===== src/rtl/fpm16_pkg.sv =====
package fpm16_pkg;
    parameter int EXP_W       = 7;
    parameter int DIGIT_W     = 4;
    parameter int FRAC_DIGITS = 6;

    localparam int FRAC_W = DIGIT_W * FRAC_DIGITS;
    localparam int WORD_W = 1 + EXP_W + FRAC_W;
    localparam int PROD_W = 2 * FRAC_W;
    localparam int BIAS   = 1 << (EXP_W - 1);
    localparam int CNT_W  = $clog2(FRAC_DIGITS + 1);
    localparam int XW     = EXP_W + 2;

    typedef enum logic [1:0] {ST_IDLE, ST_MUL, ST_FIN} state_e;

    typedef struct packed {
        logic              sign;
        logic [EXP_W-1:0]  exp;
        logic [FRAC_W-1:0] frac;
    } fpw_t;

    typedef struct packed {
        state_e             st;
        logic [CNT_W-1:0]   cnt;
        logic [PROD_W-1:0]  acc;
        logic [PROD_W-1:0]  mcand;
        logic [FRAC_W-1:0]  mplier;
        logic               sign;
        logic [EXP_W-1:0]   ea;
        logic [EXP_W-1:0]   eb;
        logic               zero;
        fpw_t               res;
        logic               ovf;
        logic               unf;
        logic               done;
    } regs_t;
endpackage


===== src/rtl/fpm16_unpack.sv =====
module fpm16_unpack
    import fpm16_pkg::*;
(
    input  logic [WORD_W-1:0] word_i,
    output fpw_t              fields_o,
    output logic              zero_o
);
    always_comb begin
        fields_o.sign = word_i[WORD_W-1];
        fields_o.exp  = word_i[WORD_W-2 -: EXP_W];
        fields_o.frac = word_i[FRAC_W-1:0];
        zero_o        = (word_i[FRAC_W-1:0] == '0);
    end
endmodule


===== src/rtl/fpm16_digit_mac.sv =====
module fpm16_digit_mac
    import fpm16_pkg::*;
(
    input  logic [PROD_W-1:0]  acc_i,
    input  logic [PROD_W-1:0]  mcand_i,
    input  logic [DIGIT_W-1:0] digit_i,
    output logic [PROD_W-1:0]  acc_o
);
    // One partial product per bit of the current multiplier digit.
    logic [PROD_W-1:0] term [DIGIT_W];

    for (genvar b = 0; b < DIGIT_W; b++) begin : g_pp
        assign term[b] = digit_i[b] ? (mcand_i << b) : '0;
    end

    always_comb begin
        acc_o = acc_i;
        for (int b = 0; b < DIGIT_W; b++) begin
            acc_o = acc_o + term[b];
        end
    end
endmodule


===== src/rtl/fpm16_normalize.sv =====
module fpm16_normalize
    import fpm16_pkg::*;
(
    input  logic              sign_i,
    input  logic [EXP_W-1:0]  ea_i,
    input  logic [EXP_W-1:0]  eb_i,
    input  logic [PROD_W-1:0] prod_i,
    input  logic              zero_i,
    output fpw_t              res_o,
    output logic              ovf_o,
    output logic              unf_o
);
    localparam logic signed [XW-1:0] BIAS_X = XW'(BIAS);
    localparam logic signed [XW-1:0] EMAX_X = XW'((1 << EXP_W) - 1);

    logic                     shift;
    logic signed [XW-1:0]     esum;
    logic signed [XW-1:0]     ebiased;
    logic [FRAC_W-1:0]        frac_n;

    always_comb begin
        // A leading zero digit needs one hex-digit move up.
        shift   = (prod_i[PROD_W-1 -: DIGIT_W] == '0);
        frac_n  = shift ? prod_i[PROD_W-DIGIT_W-1 -: FRAC_W]
                        : prod_i[PROD_W-1 -: FRAC_W];
        esum    = $signed({2'b00, ea_i}) + $signed({2'b00, eb_i});
        // Remove the offset once; the constant touches only the bit EXP_W-1
        // column plus the borrow into the guard bits.
        ebiased = esum - BIAS_X - $signed({{(XW-1){1'b0}}, shift});

        res_o = '0;
        ovf_o = 1'b0;
        unf_o = 1'b0;
        if (zero_i) begin
            res_o = '0;
        end else if (ebiased > EMAX_X) begin
            ovf_o      = 1'b1;
            res_o.sign = sign_i;
            res_o.exp  = '1;
            res_o.frac = '1;
        end else if (ebiased[XW-1]) begin
            unf_o = 1'b1;
            res_o = '0;
        end else begin
            res_o.sign = sign_i;
            res_o.exp  = ebiased[EXP_W-1:0];
            res_o.frac = frac_n;
        end
    end
endmodule


===== src/rtl/fpm16_mul.sv =====
module fpm16_mul
    import fpm16_pkg::*;
(
    input  logic              clk,
    input  logic              rst_n,
    input  logic              start_i,
    input  logic [WORD_W-1:0] op_a_i,
    input  logic [WORD_W-1:0] op_b_i,
    output logic              ready_o,
    output logic              done_o,
    output logic [WORD_W-1:0] result_o,
    output logic              ovf_o,
    output logic              unf_o
);
    regs_t q, d;

    fpw_t              fa, fb;
    logic              za, zb;
    logic [PROD_W-1:0] mac_out;
    fpw_t              norm_res;
    logic              norm_ovf, norm_unf;

    fpm16_unpack u_unp_a (.word_i(op_a_i), .fields_o(fa), .zero_o(za));
    fpm16_unpack u_unp_b (.word_i(op_b_i), .fields_o(fb), .zero_o(zb));

    fpm16_digit_mac u_mac (
        .acc_i   (q.acc),
        .mcand_i (q.mcand),
        .digit_i (q.mplier[DIGIT_W-1:0]),
        .acc_o   (mac_out)
    );

    fpm16_normalize u_norm (
        .sign_i (q.sign),
        .ea_i   (q.ea),
        .eb_i   (q.eb),
        .prod_i (q.acc),
        .zero_i (q.zero),
        .res_o  (norm_res),
        .ovf_o  (norm_ovf),
        .unf_o  (norm_unf)
    );

    always_comb begin
        d      = q;
        d.done = 1'b0;
        unique case (q.st)
            ST_IDLE: begin
                if (start_i) begin
                    d.st     = ST_MUL;
                    d.cnt    = '0;
                    d.acc    = '0;
                    d.mcand  = {{(PROD_W-FRAC_W){1'b0}}, fa.frac};
                    d.mplier = fb.frac;
                    d.sign   = fa.sign ^ fb.sign;
                    d.ea     = fa.exp;
                    d.eb     = fb.exp;
                    d.zero   = za | zb;
                end
            end
            ST_MUL: begin
                d.acc    = mac_out;
                d.mcand  = q.mcand << DIGIT_W;
                d.mplier = q.mplier >> DIGIT_W;
                d.cnt    = q.cnt + 1'b1;
                if (q.cnt == CNT_W'(FRAC_DIGITS - 1)) begin
                    d.st = ST_FIN;
                end
            end
            ST_FIN: begin
                d.res  = norm_res;
                d.ovf  = norm_ovf;
                d.unf  = norm_unf;
                d.done = 1'b1;
                d.st   = ST_IDLE;
            end
            default: d.st = ST_IDLE;
        endcase
    end

    always_ff @(posedge clk or negedge rst_n) begin
        if (!rst_n) begin
            q    <= '0;
            q.st <= ST_IDLE;
        end else begin
            q <= d;
        end
    end

    assign ready_o  = (q.st == ST_IDLE);
    assign done_o   = q.done;
    assign result_o = q.res;
    assign ovf_o    = q.ovf;
    assign unf_o    = q.unf;
endmodule


===== config.mk =====
export PLATFORM = sky130hd
export DESIGN_NAME = fpm16_mul
export DESIGN_NICKNAME = d
export VERILOG_FILES = /design/src/rtl/fpm16_pkg.sv /design/src/rtl/fpm16_unpack.sv /design/src/rtl/fpm16_digit_mac.sv /design/src/rtl/fpm16_normalize.sv /design/src/rtl/fpm16_mul.sv
export SDC_FILE = /design/constraint.sdc
export NUM_CORES = 1
export LEC_CHECK = 0
export CAP_MARGIN = 30
export CORE_ASPECT_RATIO = 1.25
export CORE_MARGIN = 4
export CORE_UTILIZATION = 46
export DETAILED_ROUTE_END_ITERATION = 6
export MAX_ROUTING_LAYER = met4
export PLACE_DENSITY_LB_ADDON = 0.25
export SLEW_MARGIN = 20
export SYNTH_ARGS = -nofsm -noshare
export SYNTH_HDL_FRONTEND = slang
export SYNTH_SLANG_ARGS = --single-unit

===== constraint.sdc =====
create_clock -name clk -period 5.1 [get_ports clk]
set_input_delay 0.51 -clock clk [delete_from_list [all_inputs] [get_ports clk]]
set_output_delay 0.51 -clock clk [all_outputs]
set_load 0.05 [all_outputs]

# == Yosys cells after proc, flatten, opt, wreduce, memory -nomap -nowiden ==
# Index checks and enable logic that the tools add are counted.
# op_classes
n_addsub,8
order_cmp,1
eq_ne,5
muxes,18
bitwise_logic,2
reduce_logical,8
# op_table
cell,count
$pmux 123 s2,1
$add 48x48->48,4
$mux 48,4
$mux 141,1
$mux 32,3
$logic_not 24->1,2
$mux 24,1
$gt 9x8->1 const B,1
$sub 9x2->9,1
$sub 9x8->9 const B,1
$add 7x7->8,1
$mux 1,6
$reduce_and 2->1,3
$logic_not 4->1,1
$ne 2x2->1 const B,2
$pmux 2 s2,1
$add 3x1->3 const B,1
$eq 3x3->1 const B,1
$eq 2x1->1 const B,1
$eq 2x2->1 const B,1
$logic_not 2->1,1
$mux 2,1
$reduce_bool 2->1,1
$or 1x1->1,1
$xor 1x1->1,1
# word_totals
reg_bits,176
inputBits,67
output_inout_bits,36
word_cells,57

# == Longest topological paths before layout ==
# Gate-level depths: netlist (run 1).
# logic_depth
ltp_word,6
depth_mapped,23
ltp_nobuf,21

# == Modules after synthesis ==
# A second synthesis (run 1) with hierarchy kept.
# hier_totals
cells_unflattened,1807
hier_area_um2,16140.5
# by_module_without_submodules
module,instances,cells_per_inst,area_each_um2,seq_area_each_um2
fpm16_digit_mac,1,993,7363.3,0.0
fpm16_mul,1,568,7161.9,4404.2
fpm16_normalize,1,164,1019.7,0.0
fpm16_unpack,2,41,297.8,0.0

# == Least setup slack after synthesis (run 1) ==
# OpenSTA, ideal clock, no wires.
# synth_timing
path_type,register -> register
start,register q[54] (netlist bit)
end,register q[162] (netlist bit)
setup_ns,0.122
t_arrival_ns,4.935
t_required_ns,4.978
path_slack_ns,0.043
stages_incl_launch_ff,24
path_buffers,2
period_less_slack_ns,5.057
cell_sequence,dfrtp_1 > clkbuf_1 > clkbuf_1 > nand2_1 > fa_1 > inv_1 > fa_1 > inv_1 > fa_1 > inv_1 > ha_1 > inv_1 > fa_1 > nand2b_1 > a21oi_1 > o21ai_1 > a21oi_1 > o21ai_1 > a211oi_1 > o21ai_1 > a21boi_1 > o21ai_1 > a21o_1 > a32o_1
# synth_between
elab_chain_cells,3
# synth_rtl
item,line,source
start: declaration,fpm16_mul.sv:15,"regs_t q, d;"
$mux 48,fpm16_digit_mac.sv:13,assign term[b] = digit_i[b] ? (mcand_i << b) : '0;
$add 48x48->48,fpm16_digit_mac.sv:19,acc_o = acc_o + term[b];
$pmux 123 s2,fpm16_mul.sv:47,unique case (q.st)
# No other way between the ends.
# A chain may end at the register's enable or synchronous reset.

# == Worst setup path after layout (run 1) ==
# layout_timing
start,register q[54] (netlist bit)
end,register q[169] (netlist bit)
# Same word-level chain as after synthesis.

==> results of run 1 <==
## worst max-delay path: stages, from the launching register on
cell	delay (ps)
sky130_fd_sc_hd__dfrtp_2	400
sky130_fd_sc_hd__buf_12	120
sky130_fd_sc_hd__clkbuf_4	170
sky130_fd_sc_hd__nand2_1	80
sky130_fd_sc_hd__fa_1	490
sky130_fd_sc_hd__inv_1	60
sky130_fd_sc_hd__fa_1	530
sky130_fd_sc_hd__inv_1	60
sky130_fd_sc_hd__fa_1	540
sky130_fd_sc_hd__inv_1	50
sky130_fd_sc_hd__ha_2	370
sky130_fd_sc_hd__nand2_1	90
sky130_fd_sc_hd__o21ai_2	210
sky130_fd_sc_hd__o21bai_1	120
sky130_fd_sc_hd__a21oi_2	170
sky130_fd_sc_hd__nor4b_1	80
sky130_fd_sc_hd__or2_4	240
sky130_fd_sc_hd__or4_4	560
sky130_fd_sc_hd__a21oi_4	180
sky130_fd_sc_hd__a31oi_1	120
sky130_fd_sc_hd__xor2_1	150
sky130_fd_sc_hd__o21ai_1	110
## path summary, 6_finish.rpt
| check | from | endpoint | cells after the start |
|---|---|---|---|
| hold reg to reg | result_o[15] | result_o[15] | 2 |
| hold / removal | result_o[15] | result_o[15] | 2 |
| min in group asynchronous | rst_n | q[147] | 2 |
| max in group asynchronous | rst_n | q[66] | 4 |
| setup / recovery | q[54] | q[169] | 21 |
| setup reg to reg | q[54] | q[169] | 21 |
## cell usage after synthesis (all sizes together), types with 2 or more instances
master | count | area share [%]
nand2 | 398 | 10
inv | 321 | 8.1
dfrtp | 176 | 30
fa | 138 | 19
o21ai | 130 | 4.4
a21oi | 79 | 2.7
clkbuf | 77 | 1.9
nor2 | 72 | 1.8
ha | 63 | 5.3
and2 | 62 | 2.6
a22oi | 41 | 2.1
nand3 | 38 | 1.3
buf | 37 | 1.7
xnor2 | 30 | 1.8
a21o | 26 | 1.3
xor2 | 24 | 1.4
nor4 | 17 | 0.71
nor3 | 10 | 0.34
nand2b | 8 | 0.34
o21bai | 8 | 0.40
a31oi | 7 | 0.29
o211ai | 7 | 0.35
o31ai | 7 | 0.35
nand4 | 6 | 0.25
a211oi | 5 | 0.25
and3 | 4 | 0.17
nor2b | 4 | 0.17
o21a | 4 | 0.20
and4 | 3 | 0.18
nor4b | 3 | 0.18
or2 | 3 | 0.14
a21boi | 2 | 0.10
a22o | 2 | 0.12
a32o | 2 | 0.13
o221ai | 2 | 0.12
o311ai | 2 | 0.12
## routing by layer
metal  global-route usage, %  vias up  wire [microns]
li1                        -     5846               -
met5                       -        -               0
met4                    5.21        0             535
met2                    34.7      252           17900
met1                    27.4     5903           16100
met3                    2.54       39            1340
## what timing repair did
action / 4_1_cts / 5_1_grt
gates resized for setup: 4 / 52
gates cloned: 0 / 2
setup buffers: 1 / 14
endpoints found under the setup margin: 7 / 17
pin swaps: 1 / 21
hold endpoints to repair: 0 / 27
hold buffers: 0 / 1
## flip-flops by register name (all words and copies together), names as in the netlist
register / cells
done_o: 1
ovf_o: 1
q: 141
result_o: 32
unf_o: 1
## cell families after synthesis
| group | Yosys count | share of synthesized area [%] |
|---|---|---|
| xor gates and xnor gates | 54 | 3.18 |
| and+or+nand+nor | 630 | 18.3 |
| adders and majority gates | 201 | 23.9 |
| buffers and inverters | 435 | 11.8 |
| DFF | 176 | 29.6 |
| AOI/OAI and AO/OA | 329 | 13.2 |
## cell usage in the layout (no fill, tap or decap), drive strengths merged, types with 62 or more instances in the layout
cell,instances
a21oi,79
and2,62
buf,63
clkdlybuf4s50,101
dfrtp,176
fa,138
ha,63
inv,327
nand2,398
nor2,72
o21ai,130
## layout make-up
cell class / count / area share [%]
timing repair buffer: 168 / 9.49
sequential: 176 / 25.4
tap: 412 / 2.97
clock buffer: 17 / 2.45
multi-input combinational: 1214 / 51.9
inverter: 321 / 6.94
clock inverter: 15 / 0.858
## per-stage QoR
stage / area [sq um] / utilization (%) / TNS [ps] / hold WS [ps] / worst slack [ps]
2_1_floorplan: 14900 / - / 0 / 214 / 43.4
3_3_place_gp: 16300 / 51.0 / -119 / 459 / -75.6
3_5_place_dp: 16300 / 51.1 / -482 / 463 / -149
4_1_cts: 16900 / 53.0 / 0 / 231 / 21.3
5_1_grt: 17400 / 54.4 / -214 / 497 / -66.6
6_report: 17400 / 54.4 / 0 / 476 / 119
==> impl_metrics.sql, run 1 <==
INSERT INTO impl_metrics (metric_group, metric, value, unit) VALUES
('cts', 'cts_sinks', '176', ''),
('synthesis', 'ys.flop_type', 'sky130_fd_sc_hd__dfrtp_1', ''),
('synthesis', 'yosysSeqAreaShare', '29.6', '%'),
('cts', 'clk_root_buffer_cell', 'sky130_fd_sc_hd__clkbuf_16', ''),
('min_path', 'holdCritPathClass', 'reg2reg', ''),
('synthesis', 'syn-cell-area', '14900', 'sq um'),
('finish', 'ratio_of_cells_with_drive_above_1_in_the_final_layout', '8.01', '%'),
('setup_path', 'worstSetupStartpointType', 'flip-flop', ''),
('setup_path', 'worstPathArrival', '5360', 'ps'),
('detailed_routing', 'drt-wirelength-per-cell', '15.4', 'microns'),
('placement', 'count_of_input_and_output_buffers', '102', ''),
('finish', 'insertedDiodeCount', '0', ''),
('cts', 'cts_buffer_depth', '2', ''),
('synthesis', 'avgSynthCellArea', '8.15', 'sq um'),
('finish', 'number_of_fill_cells', '2977', ''),
('synthesis', 'postSynthRegisterBits', '176', ''),
('sta', 'timing.final.setup_violations', '0', ''),
('grt', 'grt_util_all_layers', '20.9', '%'),
('detailed_routing', 'vias', '12000', ''),
('synthesis', 'synth_enable_flop_cells', '0', ''),
('detailed_routing', 'avgViaCountPerCell', '5.18', ''),
('setup_path', 'path_type_of_the_worst_setup_path', 'reg2reg', ''),
('synthesis', 'ys_warn_count', '0', ''),
('floorplan', 'row_count', '73', ''),
('detailed_routing', 'antenna_left', '0', ''),
('sta', 'timing_hold_violations_final', '0', ''),
('detailed_routing', 'dr.first_iter.drc_count', '674', ''),
('grt', 'first_global_vias', '12100', ''),
('setup_path', 'timing.critical_path.fanout_max', '7', ''),
('sta', 'max-slew-margin-rel', '40.4', '%'),
('synthesis', 'ys_async_sr_fraction', '100', '%'),
('placement', 'hpwlAfterDp', '26600', 'microns'),
('floorplan', 'coreArea', '31900', 'sq um'),
('sta', 'report.final.slew_viol_count', '0', ''),
('cts', 'path_clk_slew', '70', 'ps'),
('grt', 'grt_antenna_before_repair', '0', ''),
('floorplan', 'die_x', '169', 'microns'),
('synthesis', 'synth.net_count', '2093', ''),
('finish', 'multi_input_area', '9000', 'sq um'),
('floorplan', 'floorplan.initialDensity', '46.7', '%'),
('synthesis', 'synth_cell_type_count', '49', ''),
('detailed_routing', 'postRouteWirelength', '35900', 'microns'),
('placement', 'dp.cells', '2271', ''),
('cts', 'cts_htree_levels', '4', ''),
('detailed_routing', 'number_of_iterations_in_the_first_detailed_routing_pass', '5', ''),
('setup_path', 'cp-end-kind', 'flip-flop', ''),
('floorplan', 'die-area', '35300', 'sq um'),
('sta', 'final.setup_skew', '12.1', 'ps'),
('floorplan', 'num_io_pins', '103', ''),
('setup_path', 'setup.reg_to_reg.worst_slack', '120', 'ps'),
('floorplan', 'die_height', '209', 'microns'),
('cts', 'cts_tree', 'done', ''),
('detailed_routing', 'drc', '0', ''),
('synthesis', 'postSynthCellCount', '1825', ''),
('status', 'result_of_the_run', 'finished, final reports clean', ''),
('finish', 'area.sequential', '4410', 'sq um'),
('setup_path', 'worst-endpoint-required', '5480', 'ps'),
('sta', 'post-route-min-period', '4980', 'ps'),
('grt', 'wire_length_of_the_first_global_routing_pass', '59200', 'microns'),
('cts', 'worst_skew_pair.late_latency', '450', 'ps'),
('finish', 'fin_nets', '2166', ''),
('grt', 'grt_start_max_net_pins', '107', ''),
('sta', 'finalCritPeriodShare', '97.7', '%'),
('sta', 'achievable-frequency', '201', 'MHz'),
('run', 'maxCapViolCount', '0', ''),
('placement', 'place_congestion', '0.930', ''),
('grt', 'grt_remaining_overflow', '0', ''),
('finish', 'area_growth_syn_to_layout', '16.7', '%'),
('sta', 'tightest_slew', '894', 'ps'),
('finish', 'finish.cell_count_without_fillers', '2323', ''),
('cts', 'tritoncts.num_buffers', '17', '');
Power of run 1 is left out: the tool's default activity adds up to more than one toggle a clock period on the data nets, which glitch-free logic cannot reach.
==> run 2, diff against run 1 <==
--- a/config.mk
+++ b/config.mk
@@ -6,12 +6,14 @@
 export NUM_CORES = 1
 export LEC_CHECK = 0
 export CAP_MARGIN = 30
+export CELL_PAD_IN_SITES_DETAIL_PLACEMENT = 0
+export CELL_PAD_IN_SITES_GLOBAL_PLACEMENT = 1
 export CORE_ASPECT_RATIO = 1.25
 export CORE_MARGIN = 4
-export CORE_UTILIZATION = 46
+export CORE_UTILIZATION = 41
 export DETAILED_ROUTE_END_ITERATION = 6
 export MAX_ROUTING_LAYER = met4
-export PLACE_DENSITY_LB_ADDON = 0.25
+export PLACE_DENSITY_LB_ADDON = 0.2
 export SLEW_MARGIN = 20
 export SYNTH_ARGS = -nofsm -noshare
 export SYNTH_HDL_FRONTEND = slang
==> run 2 against run 1 <==
Sequential share of layout area stayed put; design area stayed put; global-route usage is 0.54 points lower; first-iteration DRC count is 21% lower; fmax is 2.4% higher; clock-buffer cell count stayed put; worst setup slack better by 110 ps; cell count is 2.7% higher; die area is 12% higher; core utilization is 5.8 points lower; hold slack worse by 340 ps; via count is 0.74% lower.
==> impl_metrics.sql, run 2 (synthesis results as in run 1) <==
INSERT INTO impl_metrics (metric_group, metric, value, unit) VALUES
('grt', 'grt_remaining_overflow', '0', ''),
('finish', 'multi_input_area', '9000', 'sq um'),
('detailed_routing', 'drt-wirelength-per-cell', '15.9', 'microns'),
('placement', 'hpwlAfterDp', '28100', 'microns'),
('cts', 'cts_sinks', '176', ''),
('detailed_routing', 'antenna_left', '0', ''),
('placement', 'place_congestion', '0.840', ''),
('run', 'maxCapViolCount', '0', ''),
('grt', 'grt_antenna_before_repair', '0', ''),
('sta', 'report.final.slew_viol_count', '0', ''),
('setup_path', 'worstPathArrival', '5230', 'ps'),
('setup_path', 'worstSetupStartpointType', 'flip-flop', ''),
('finish', 'postLayoutCellArea', '17400', 'sq um'),
('finish', 'number_of_flip_flops_under_the_largest_register_name', '141', ''),
('setup_path', 'cp-end-kind', 'flip-flop', ''),
('detailed_routing', 'postRouteWirelength', '37900', 'microns'),
('setup_path', 'reg2reg_to', 'q[148]', ''),
('cts', 'worst_skew_pair.late_latency', '460', 'ps'),
('setup_path', 'path_type_of_the_worst_setup_path', 'reg2reg', ''),
('finish', 'layout.cells.most_common_list', '398 x sky130_fd_sc_hd__nand2_1, 321 x sky130_fd_sc_hd__inv_1, 173 x sky130_fd_sc_hd__dfrtp_1, 138 x sky130_fd_sc_hd__fa_1, 112 x sky130_fd_sc_hd__o21ai_0', ''),
('finish', 'insertedDiodeCount', '0', ''),
('sta', 'post-route-min-period', '4870', 'ps'),
('finish', 'area_growth_syn_to_layout', '16.7', '%'),
('floorplan', 'die_height', '221', 'microns'),
('finish', 'number_of_fill_cells', '3499', ''),
('grt', 'grt_start_max_net_pins', '102', ''),
('sta', 'achievable-frequency', '206', 'MHz'),
('detailed_routing', 'dr.first_iter.drc_count', '535', ''),
('setup_path', 'worst-endpoint-required', '5460', 'ps'),
('finish', 'finish.cell_count_without_fillers', '2385', ''),
('detailed_routing', 'number_of_iterations_in_the_first_detailed_routing_pass', '5', ''),
('finish', 'leading_cell_type_in_the_layout_fill_and_taps_excluded', 'sky130_fd_sc_hd__nand2_1', ''),
('cts', 'tritoncts.num_buffers', '17', ''),
('sta', 'finalCritPeriodShare', '95.4', '%'),
('cts', 'cts_buffer_depth', '2', ''),
('grt', 'wire_length_of_the_first_global_routing_pass', '63300', 'microns'),
('cts', 'cts_htree_levels', '4', ''),
('finish', 'register_containing_the_most_flip_flops_in_the_final_layout', 'q', ''),
('floorplan', 'die-area', '39400', 'sq um'),
('sta', 'timing_hold_violations_final', '0', ''),
('sta', 'tightest_slew', '932', 'ps'),
('detailed_routing', 'vias', '12000', ''),
('finish', 'area.sequential', '4410', 'sq um'),
('detailed_routing', 'avgViaCountPerCell', '5.01', ''),
('finish', 'ratio_of_cells_with_drive_above_1_in_the_final_layout', '7.95', '%'),
('grt', 'grt_util_all_layers', '20.3', '%'),
('floorplan', 'num_io_pins', '103', ''),
('sta', 'max-slew-margin-rel', '37.9', '%'),
('detailed_routing', 'drc', '0', ''),
('floorplan', 'die_x', '178', 'microns'),
('floorplan', 'floorplan.initialDensity', '41.7', '%'),
('setup_path', 'timing.critical_path.fanout_max', '4', ''),
('floorplan', 'row_count', '77', ''),
('placement', 'dp.cells', '2348', ''),
('cts', 'path_clk_slew', '70', 'ps'),
('min_path', 'holdCritPathClass', 'in2async', ''),
('finish', 'fin_nets', '2166', ''),
('setup_path', 'crit-reg2reg-launch', 'q[54]', ''),
('sta', 'final.setup_skew', '11.0', 'ps'),
('cts', 'cts_tree', 'done', ''),
('sta', 'timing.final.setup_violations', '0', ''),
('status', 'result_of_the_run', 'finished, final reports clean', ''),
('setup_path', 'setup.reg_to_reg.worst_slack', '230', 'ps'),
('grt', 'first_global_vias', '12300', ''),
('floorplan', 'coreArea', '35600', 'sq um'),
('setup_path', 'number_of_cells_on_the_worst_reg_to_reg_path', '22', ''),
('placement', 'place_area', '16500', 'sq um'),
('placement', 'count_of_input_and_output_buffers', '102', ''),
('cts', 'clk_root_buffer_cell', 'sky130_fd_sc_hd__clkbuf_16', '');
-- run 2: timing repair --
item                                    CTS  global route
endpoints found under the setup margin    5            17
hold buffers                              0             0
pin swaps                                 0            17
cloned                                    0             1
setup buffers                             0             4
resized for setup                         2            47
-- run 2: metal layers --
layer  vias up  part of all wire, %  GRT usage, %
li1       5839                    -             -
met5         -                    0             -
met3        35                  3.0          2.19
met2       191                   49          33.0
met4         0                  1.4          4.98
met1      5886                   46          27.5
-- run 2: how the worst max path moves through the flow --
stage,from,endpoint,slack [ps]
3_5_place_dp,q[53],q[162],-40
2_1_floorplan,q[54],q[162],40
3_3_place_gp,q[53],q[169],100
6_report,q[54],q[148],230
4_1_cts,q[53],q[169],20
5_1_grt,q[54],q[166],-6
-- run 2: worst max-delay path: stages (launching register included) --
cell                       delay, ps
sky130_fd_sc_hd__dfrtp_2         450
sky130_fd_sc_hd__nand2_1          90
sky130_fd_sc_hd__fa_1            500
sky130_fd_sc_hd__inv_1            50
sky130_fd_sc_hd__fa_1            530
sky130_fd_sc_hd__inv_1            50
sky130_fd_sc_hd__fa_1            470
sky130_fd_sc_hd__inv_1            70
sky130_fd_sc_hd__ha_1            170
sky130_fd_sc_hd__inv_1            60
sky130_fd_sc_hd__fa_1            400
sky130_fd_sc_hd__nand2b_1        190
sky130_fd_sc_hd__a21oi_2         210
sky130_fd_sc_hd__o21ai_2         110
sky130_fd_sc_hd__a21oi_2         200
sky130_fd_sc_hd__o21ai_2         100
sky130_fd_sc_hd__a21oi_1         150
sky130_fd_sc_hd__buf_4           140
sky130_fd_sc_hd__o21ai_0         120
sky130_fd_sc_hd__a21boi_1        180
sky130_fd_sc_hd__o21ai_1         100
sky130_fd_sc_hd__and3_1          190
sky130_fd_sc_hd__o31ai_1         210
-- run 2: area by class of cell --
type,count,share of cell area [%]
repair buffers,168,9.08
multi-input cells,1214,51.9
well taps,474,3.42
clock inverters,15,0.829
flip-flops and latches,176,25.4
clock buffers,17,2.45
inverters,321,6.94
-- run 2: through the flow --
stage	utilization (%)	hold slack, ps	worst slack [ps]	TNS (ps)
final	48.7	139	234	0
after global routing	48.7	206	-5.97	-6.40
after CTS	47.8	182	23.8	0
after detailed placement	46.2	464	-38.5	-87.8
after global placement	46.2	458	99.2	0
after floorplan	-	214	43.4	0
Power of run 2 is left out for the same reason.
